<file path="src/rtl/int_prio_pkg.sv">
package int_prio_pkg;
  localparam int VEC_W      = 5;
  localparam int MASK_BASE  = 6;
  localparam int SHARE_FROM = 11;
  localparam logic [VEC_W-1:0] IDLE_VEC = '1;

  typedef struct packed {
    logic load;
    logic reject;
  } wrStrobe_t;

  function automatic logic [VEC_W-1:0] srcVec(input int k);
    int v;
    if (k < SHARE_FROM) v = MASK_BASE + k;
    else v = MASK_BASE + SHARE_FROM + (k - SHARE_FROM) / 2;
    return VEC_W'(v);
  endfunction
endpackage

</file>
<file path="src/rtl/int_prio_ctl.sv">
module int_prio_ctl
  import int_prio_pkg::*;
#(
  parameter int NUM_SRC = 19,
  parameter int SEL_W   = $clog2(NUM_SRC)
) (
  input  logic             wrEn,
  input  logic             iMask,
  input  logic [SEL_W-1:0] wrData,
  output wrStrobe_t        strobe
);
  logic inRange;

  always_comb begin
    inRange       = (int'(wrData) < NUM_SRC);
    strobe.load   = wrEn & iMask & inRange;
    strobe.reject = wrEn & ~(iMask & inRange);
  end
endmodule

</file>
<file path="src/rtl/int_prio_dp.sv">
module int_prio_dp
  import int_prio_pkg::*;
#(
  parameter int NUM_SRC = 19,
  parameter int SEL_W   = $clog2(NUM_SRC)
) (
  input  logic               clk,
  input  logic               rstN,
  input  logic [2:0]         resetCause,
  input  logic [2:0]         nmiReq,
  input  logic [NUM_SRC-1:0] maskReq,
  input  logic [NUM_SRC-1:0] localEn,
  input  logic               iMask,
  input  logic               xMask,
  input  logic [SEL_W-1:0]   wrData,
  input  wrStrobe_t          strobe,
  output logic               reqPending,
  output logic [VEC_W-1:0]   vecIdx,
  output logic               wrReject
);
  localparam int PAD = 2 ** SEL_W;

  logic [SEL_W-1:0]   hpSel;
  logic [NUM_SRC-1:0] active;
  logic [PAD-1:0]     activePad;
  logic [SEL_W-1:0]   dfltIdx;
  logic               anyMask, promoHit, pinNmi;
  logic [VEC_W-1:0]   nextVec;

  always_ff @(posedge clk or negedge rstN) begin
    if (!rstN) hpSel <= '0;
    else if (strobe.load) hpSel <= wrData;
  end

  for (genvar k = 0; k < NUM_SRC; k++) begin : g_src
    if (k == 0) begin : g_pin
      assign active[k] = maskReq[k] & ~iMask;
    end else begin : g_per
      assign active[k] = maskReq[k] & localEn[k] & ~iMask;
    end
  end

  assign activePad = PAD'(active);
  assign anyMask   = |active;
  assign promoHit  = activePad[hpSel];
  assign pinNmi    = nmiReq[0] & ~xMask;

  always_comb begin
    dfltIdx = '0;
    for (int k = NUM_SRC - 1; k >= 0; k--)
      if (active[k]) dfltIdx = SEL_W'(k);
  end

  always_comb begin
    if (resetCause[0])      nextVec = VEC_W'(0);
    else if (resetCause[1]) nextVec = VEC_W'(1);
    else if (resetCause[2]) nextVec = VEC_W'(2);
    else if (pinNmi)        nextVec = VEC_W'(3);
    else if (nmiReq[1])     nextVec = VEC_W'(4);
    else if (nmiReq[2])     nextVec = VEC_W'(5);
    else if (promoHit)      nextVec = srcVec(int'(hpSel));
    else if (anyMask)       nextVec = srcVec(int'(dfltIdx));
    else                    nextVec = IDLE_VEC;
  end

  always_ff @(posedge clk or negedge rstN) begin
    if (!rstN) begin
      vecIdx     <= IDLE_VEC;
      reqPending <= 1'b0;
      wrReject   <= 1'b0;
    end else begin
      vecIdx     <= nextVec;
      reqPending <= (|resetCause) | pinNmi | (|nmiReq[2:1]) | anyMask;
      wrReject   <= strobe.reject;
    end
  end
endmodule

</file>
<file path="src/rtl/int_prio_ctrl.sv">
module int_prio_ctrl
  import int_prio_pkg::*;
#(
  parameter int NUM_SRC = 19,
  parameter int SEL_W   = $clog2(NUM_SRC)
) (
  input  logic               clk,
  input  logic               rstN,
  input  logic [2:0]         resetCause,
  input  logic [2:0]         nmiReq,
  input  logic [NUM_SRC-1:0] maskReq,
  input  logic [NUM_SRC-1:0] localEn,
  input  logic               iMask,
  input  logic               xMask,
  input  logic               wrEn,
  input  logic [SEL_W-1:0]   wrData,
  output logic               reqPending,
  output logic [VEC_W-1:0]   vecIdx,
  output logic               wrReject
);
  wrStrobe_t strobe;

  int_prio_ctl #(.NUM_SRC(NUM_SRC), .SEL_W(SEL_W)) u_ctl (
    .wrEn(wrEn), .iMask(iMask), .wrData(wrData), .strobe(strobe)
  );

  int_prio_dp #(.NUM_SRC(NUM_SRC), .SEL_W(SEL_W)) u_dp (
    .clk(clk), .rstN(rstN), .resetCause(resetCause), .nmiReq(nmiReq),
    .maskReq(maskReq), .localEn(localEn), .iMask(iMask), .xMask(xMask),
    .wrData(wrData), .strobe(strobe), .reqPending(reqPending),
    .vecIdx(vecIdx), .wrReject(wrReject)
  );
endmodule

</file>
<file path="config.mk">
export PLATFORM = sky130hd
export DESIGN_NAME = int_prio_ctrl
export DESIGN_NICKNAME = d
export VERILOG_FILES = /design/src/rtl/int_prio_pkg.sv /design/src/rtl/int_prio_ctl.sv /design/src/rtl/int_prio_dp.sv /design/src/rtl/int_prio_ctrl.sv
export SDC_FILE = /design/constraint.sdc
export NUM_CORES = 1
export LEC_CHECK = 0
export BUFFER_PORTS_ARGS = -buffer_cell sky130_fd_sc_hd__buf_4
export CORE_MARGIN = 2
export CORE_UTILIZATION = 45
export CTS_BUF_LIST = sky130_fd_sc_hd__clkbuf_16
export DETAILED_ROUTE_END_ITERATION = 8
export PLACE_DENSITY = 0.88
export SYNTH_ARGS = -nofsm -noshare
export SYNTH_HDL_FRONTEND = slang
export SYNTH_SLANG_ARGS = --single-unit
</file>
<file path="constraint.sdc">
create_clock -name clk -period 2 [get_ports clk]
set_clock_uncertainty 0.05 [all_clocks]
set_input_delay 0.1 -clock clk [delete_from_list [all_inputs] [get_ports clk]]
set_output_delay 0.1 -clock clk [all_outputs]
set_load 0.05 [all_outputs]
</file>
==> summary.md <==
| Metric | Value |
|---|---|
| Synth top area share | 11.2% |
| # DRC | 0 |
| Register Area | 310 um^2 |
| Met2 Resource Use GR | 54.4% |
| Most frequent cell after synthesis | nand2_1 |
| H-tree depth | 1 |
| Mean Syn Cell Area | 7.98 um^2 |
| Finished Layout Cells | 355 |
| Num rows | 21 |
| Final setup violation count | 4 |
| Cell area power density | 609 nW/um^2 |
| Dpl ws | -0.359 ns |
| P_leak | 1.20 nW |
| Status | finished, violations left |
| Starting Density | 46.9% |
| Worst setup SP type | register |
| DRT iter0 DRCs | 100 |
| First-pass DRT Iterations | 4 |
| Clock sink count | 12 |
| CTS buffer count | 3 |
| Met1 GRT Util | 32.9% |
| Synth Register Bits | 12 |
| Clk Latency, worst-skew pair | 0.24 ns |
| Routed Antenna Nets | 0 |
| Power, Total | 1.70 mW |
| Maxcap violations | 0 |
| Mapped Nets | 258 |
| Min-delay src | wrData[4] |
| Crit path cell chain | mux4_2 > o22a_1 > o211a_1 > or2_4 > o211ai_1 > o32ai_1 |
| Slew margin rel. | 59.5% |
| Clock transition at path regs | 0.04 ns |
| Drt wl/cell | 17.1 um |
| Worst-Margin Slew | 0.600 ns |
| Crit share post-route | 107% |
| Most used routing layer | met2 |
| Via/cell ratio | 5.92 |
| Psw | 0.646 mW |
| Ant. Diodes | 0 |
| Final min period | 2.14 ns |
| RSZ-0062 raised after global routing | true |
| Max Fanout on Critical Path | 5 |
| GRT met3 Usage | 4.86% |
| Via count | 2100 |
| Slowest cell on crit path | mux4_2 |
| Worst R2R Start | u_dp.hpSel[0] |
| Placed Cells incl. Taps | 346 |
| Worst setup EP type | register |
| Synth warn | 0 |
| Gr usage total | 29.4% |
| Final GP Congestion | 0.882 |
| Final worst setup slack | -0.141 ns |
| Fillers | 200 |
| Ports | 61 |
| CTS tree | done |
| First-pass GRT wire length | 9.37 mm |
| Initial antenna violation count | 0 |
| Worst vdd ir | 0.655 mV |
| Crit path from | u_dp.hpSel[0] |
| Critical path required time | 2.10 ns |
| Post-synth EDFFs | 0 |
| Worst Hold Class | input port to register |
| Area of the multi-input gates | 1380 um^2 |
| Port bufs | 59 |
| Sequential group share of total power | 18.1% |
| Final net count | 372 |
| Combinational Power Share | 60.3% |
| Top cells by area, synth | dfrtp_1 11%, dfstp_2 8.4%, ha_1 6.4%, nand2_1 6.0%, a21oi_1 4.8% |
| Commonest cells post-synth | 25 x nand2_1, 16 x nor2_1, 15 x a21oi_1, 13 x o21ai_0, 10 x inv_1 |
| Die span in x | 63.0 um |
| Max Fclk | 467 MHz |
| Register area share after synthesis | 19.6% |
| Dominant cell type by area after synthesis | dfrtp_1 |
| Area Overhead vs Synth | 78.2% |
| Post-synthesis cell type count | 53 |
| Max Root-Sink Buffers | 2 |
| Setup CP Type | register to register |
| Root Driver | clkbuf_16 |
| Worst path max stage delay | 0.52 ns |
| Die area | 3960 um^2 |
| Hpwl dp | 4.38 mm |
| Mapped Cells | 196 |
| Mapped Area | 1560 um^2 |
| Clock network power share | 21.6% |
| CP arrival | 2.24 ns |
| Vias in the first global route | 2096 |
| GR Overflow Total | 0 |
| Core area | 3340 um^2 |
| Most used flip-flop cell after synthesis | dfrtp_1 |
| Fraction of layout cells with a size suffix above 1 | 57.3% |
| Max Slew Vio Count | 0 |
| P_int | 1.05 mW |
| Sw Share | 38.0% |
| Die height | 63.0 um |
| Hold violation total from the final report | 0 |
| Async set or reset register ratio after synthesis | 100% |
| Failing checks | setup timing |
| Largest net degree at the start of global routing | 15 |
| Drt total wl | 6.05 mm |
[final cells by class]
class / instances / area share [%]
clock inverter: 1 / 0.135
inverter: 10 / 1.35
timing repair buffer: 116 / 33.2
multi-input combinational: 167 / 49.4
tap: 46 / 2.06
clock buffer: 3 / 2.69
sequential: 12 / 11.1
[timing repair]
item | 4_1_cts | 5_1_grt
hold buffers | 3 | 0
endpoints found under the hold margin | 14 | 0
setup endpoints to repair | 5 | 5
pin swaps | 9 | 9
buffers inserted | 2 | 0
resized for setup | 20 | 15
cloned | 0 | 0
[cell usage in the layout, fill, tap and decap left out, drive strengths merged, types with 2 or more instances in the layout]
cell / n
mux4: 3
o31a: 2
clkbuf: 3
o2111ai: 4
dfrtp: 7
ha: 8
a31oi: 7
o31ai: 2
o21ai: 13
or2: 4
buf: 113
inv: 10
nor2: 16
o211ai: 2
a22o: 3
a41oi: 3
nor3: 3
mux2: 5
nand2: 25
xor2: 2
a21oi: 16
nand3: 7
nand3b: 2
xnor2: 3
a311oi: 2
nand2b: 2
nor2b: 2
dfstp: 5
a22oi: 7
a211o: 2
dlygate4sd3: 3
and2: 3
nor4: 2
mux2i: 2
[critical path: cells and delay by family, from the launching register on]
family,cells,cell delay (ns)
mux,1,0.52
simple gates,1,0.27
flops,1,0.43
compound gates,4,0.78
[state kept, by name (all words and copies together) (netlist names)]
signal and count:
u_dp.hpSel 5, u_dp.reqPending 1, u_dp.vecIdx 5, u_dp.wrReject 1
[power groups by stage]
stage / Clock (mW) / Combinational, mW / Sequential, mW
3_5_place_dp: 0 / 0.886 / 0.305
3_3_place_gp: 0 / 0.856 / 0.303
5_1_grt: 0.382 / 1.09 / 0.310
6_report: 0.366 / 1.02 / 0.308
2_1_floorplan: 0 / 0.486 / 0.319
4_1_cts: 0.371 / 0.939 / 0.305
[final timing paths]
| kind | to | slack (ns) | cells past startpoint |
|---|---|---|---|
| setup / recovery | u_dp.vecIdx[1] | -0.14 | 6 |
| hold / removal | u_dp.hpSel[4] | 0.05 | 2 |
| min in group asynchronous | u_dp.reqPending | 0.20 | 2 |
| hold reg to reg | u_dp.hpSel[0] | 0.66 | 2 |
| max in group asynchronous | u_dp.vecIdx[2] | 1.48 | 2 |
| setup reg to reg | u_dp.vecIdx[1] | -0.14 | 6 |
[logic make-up (layout without fill, tap and decap cells)]
group / Yosys count / in the layout / share of synthesized area, %
muxes: 10 / 10 / 9.20
and+or+nand+nor: 69 / 69 / 20.6
xor gates and xnor gates: 5 / 5 / 2.80
AOI/OAI and AO/OA: 75 / 75 / 37.3
DFF: 12 / 12 / 19.6
adders and majority gates: 8 / 8 / 6.40
buffers and inverters: 17 / 130 / 4.16
[stage by stage]
step | instance area [um^2] | utilization [%] | hold WS [ns] | TNS [ns]
CTS | 2720 | 81.6 | 0.0492 | -0.115
finish | 2790 | 83.5 | 0.0506 | -0.376
floorplan | 1660 | - | -0.246 | -0.101
global placement | 2540 | 76.2 | -0.109 | -0.855
global route | 2790 | 83.5 | 0.0504 | -0.670
detailed placement | 2540 | 76.2 | -0.108 | -1.04
[routing by layer]
metal  vias up  wire length, um  share of wire, %
met5         -                0                 0
met4         0              145               2.4
met3        16              401               6.6
met2       108             3270                54
met1      1003             2230                37
li1        973                -                 -
No activity file was read; power rests on OpenSTA's default activity.
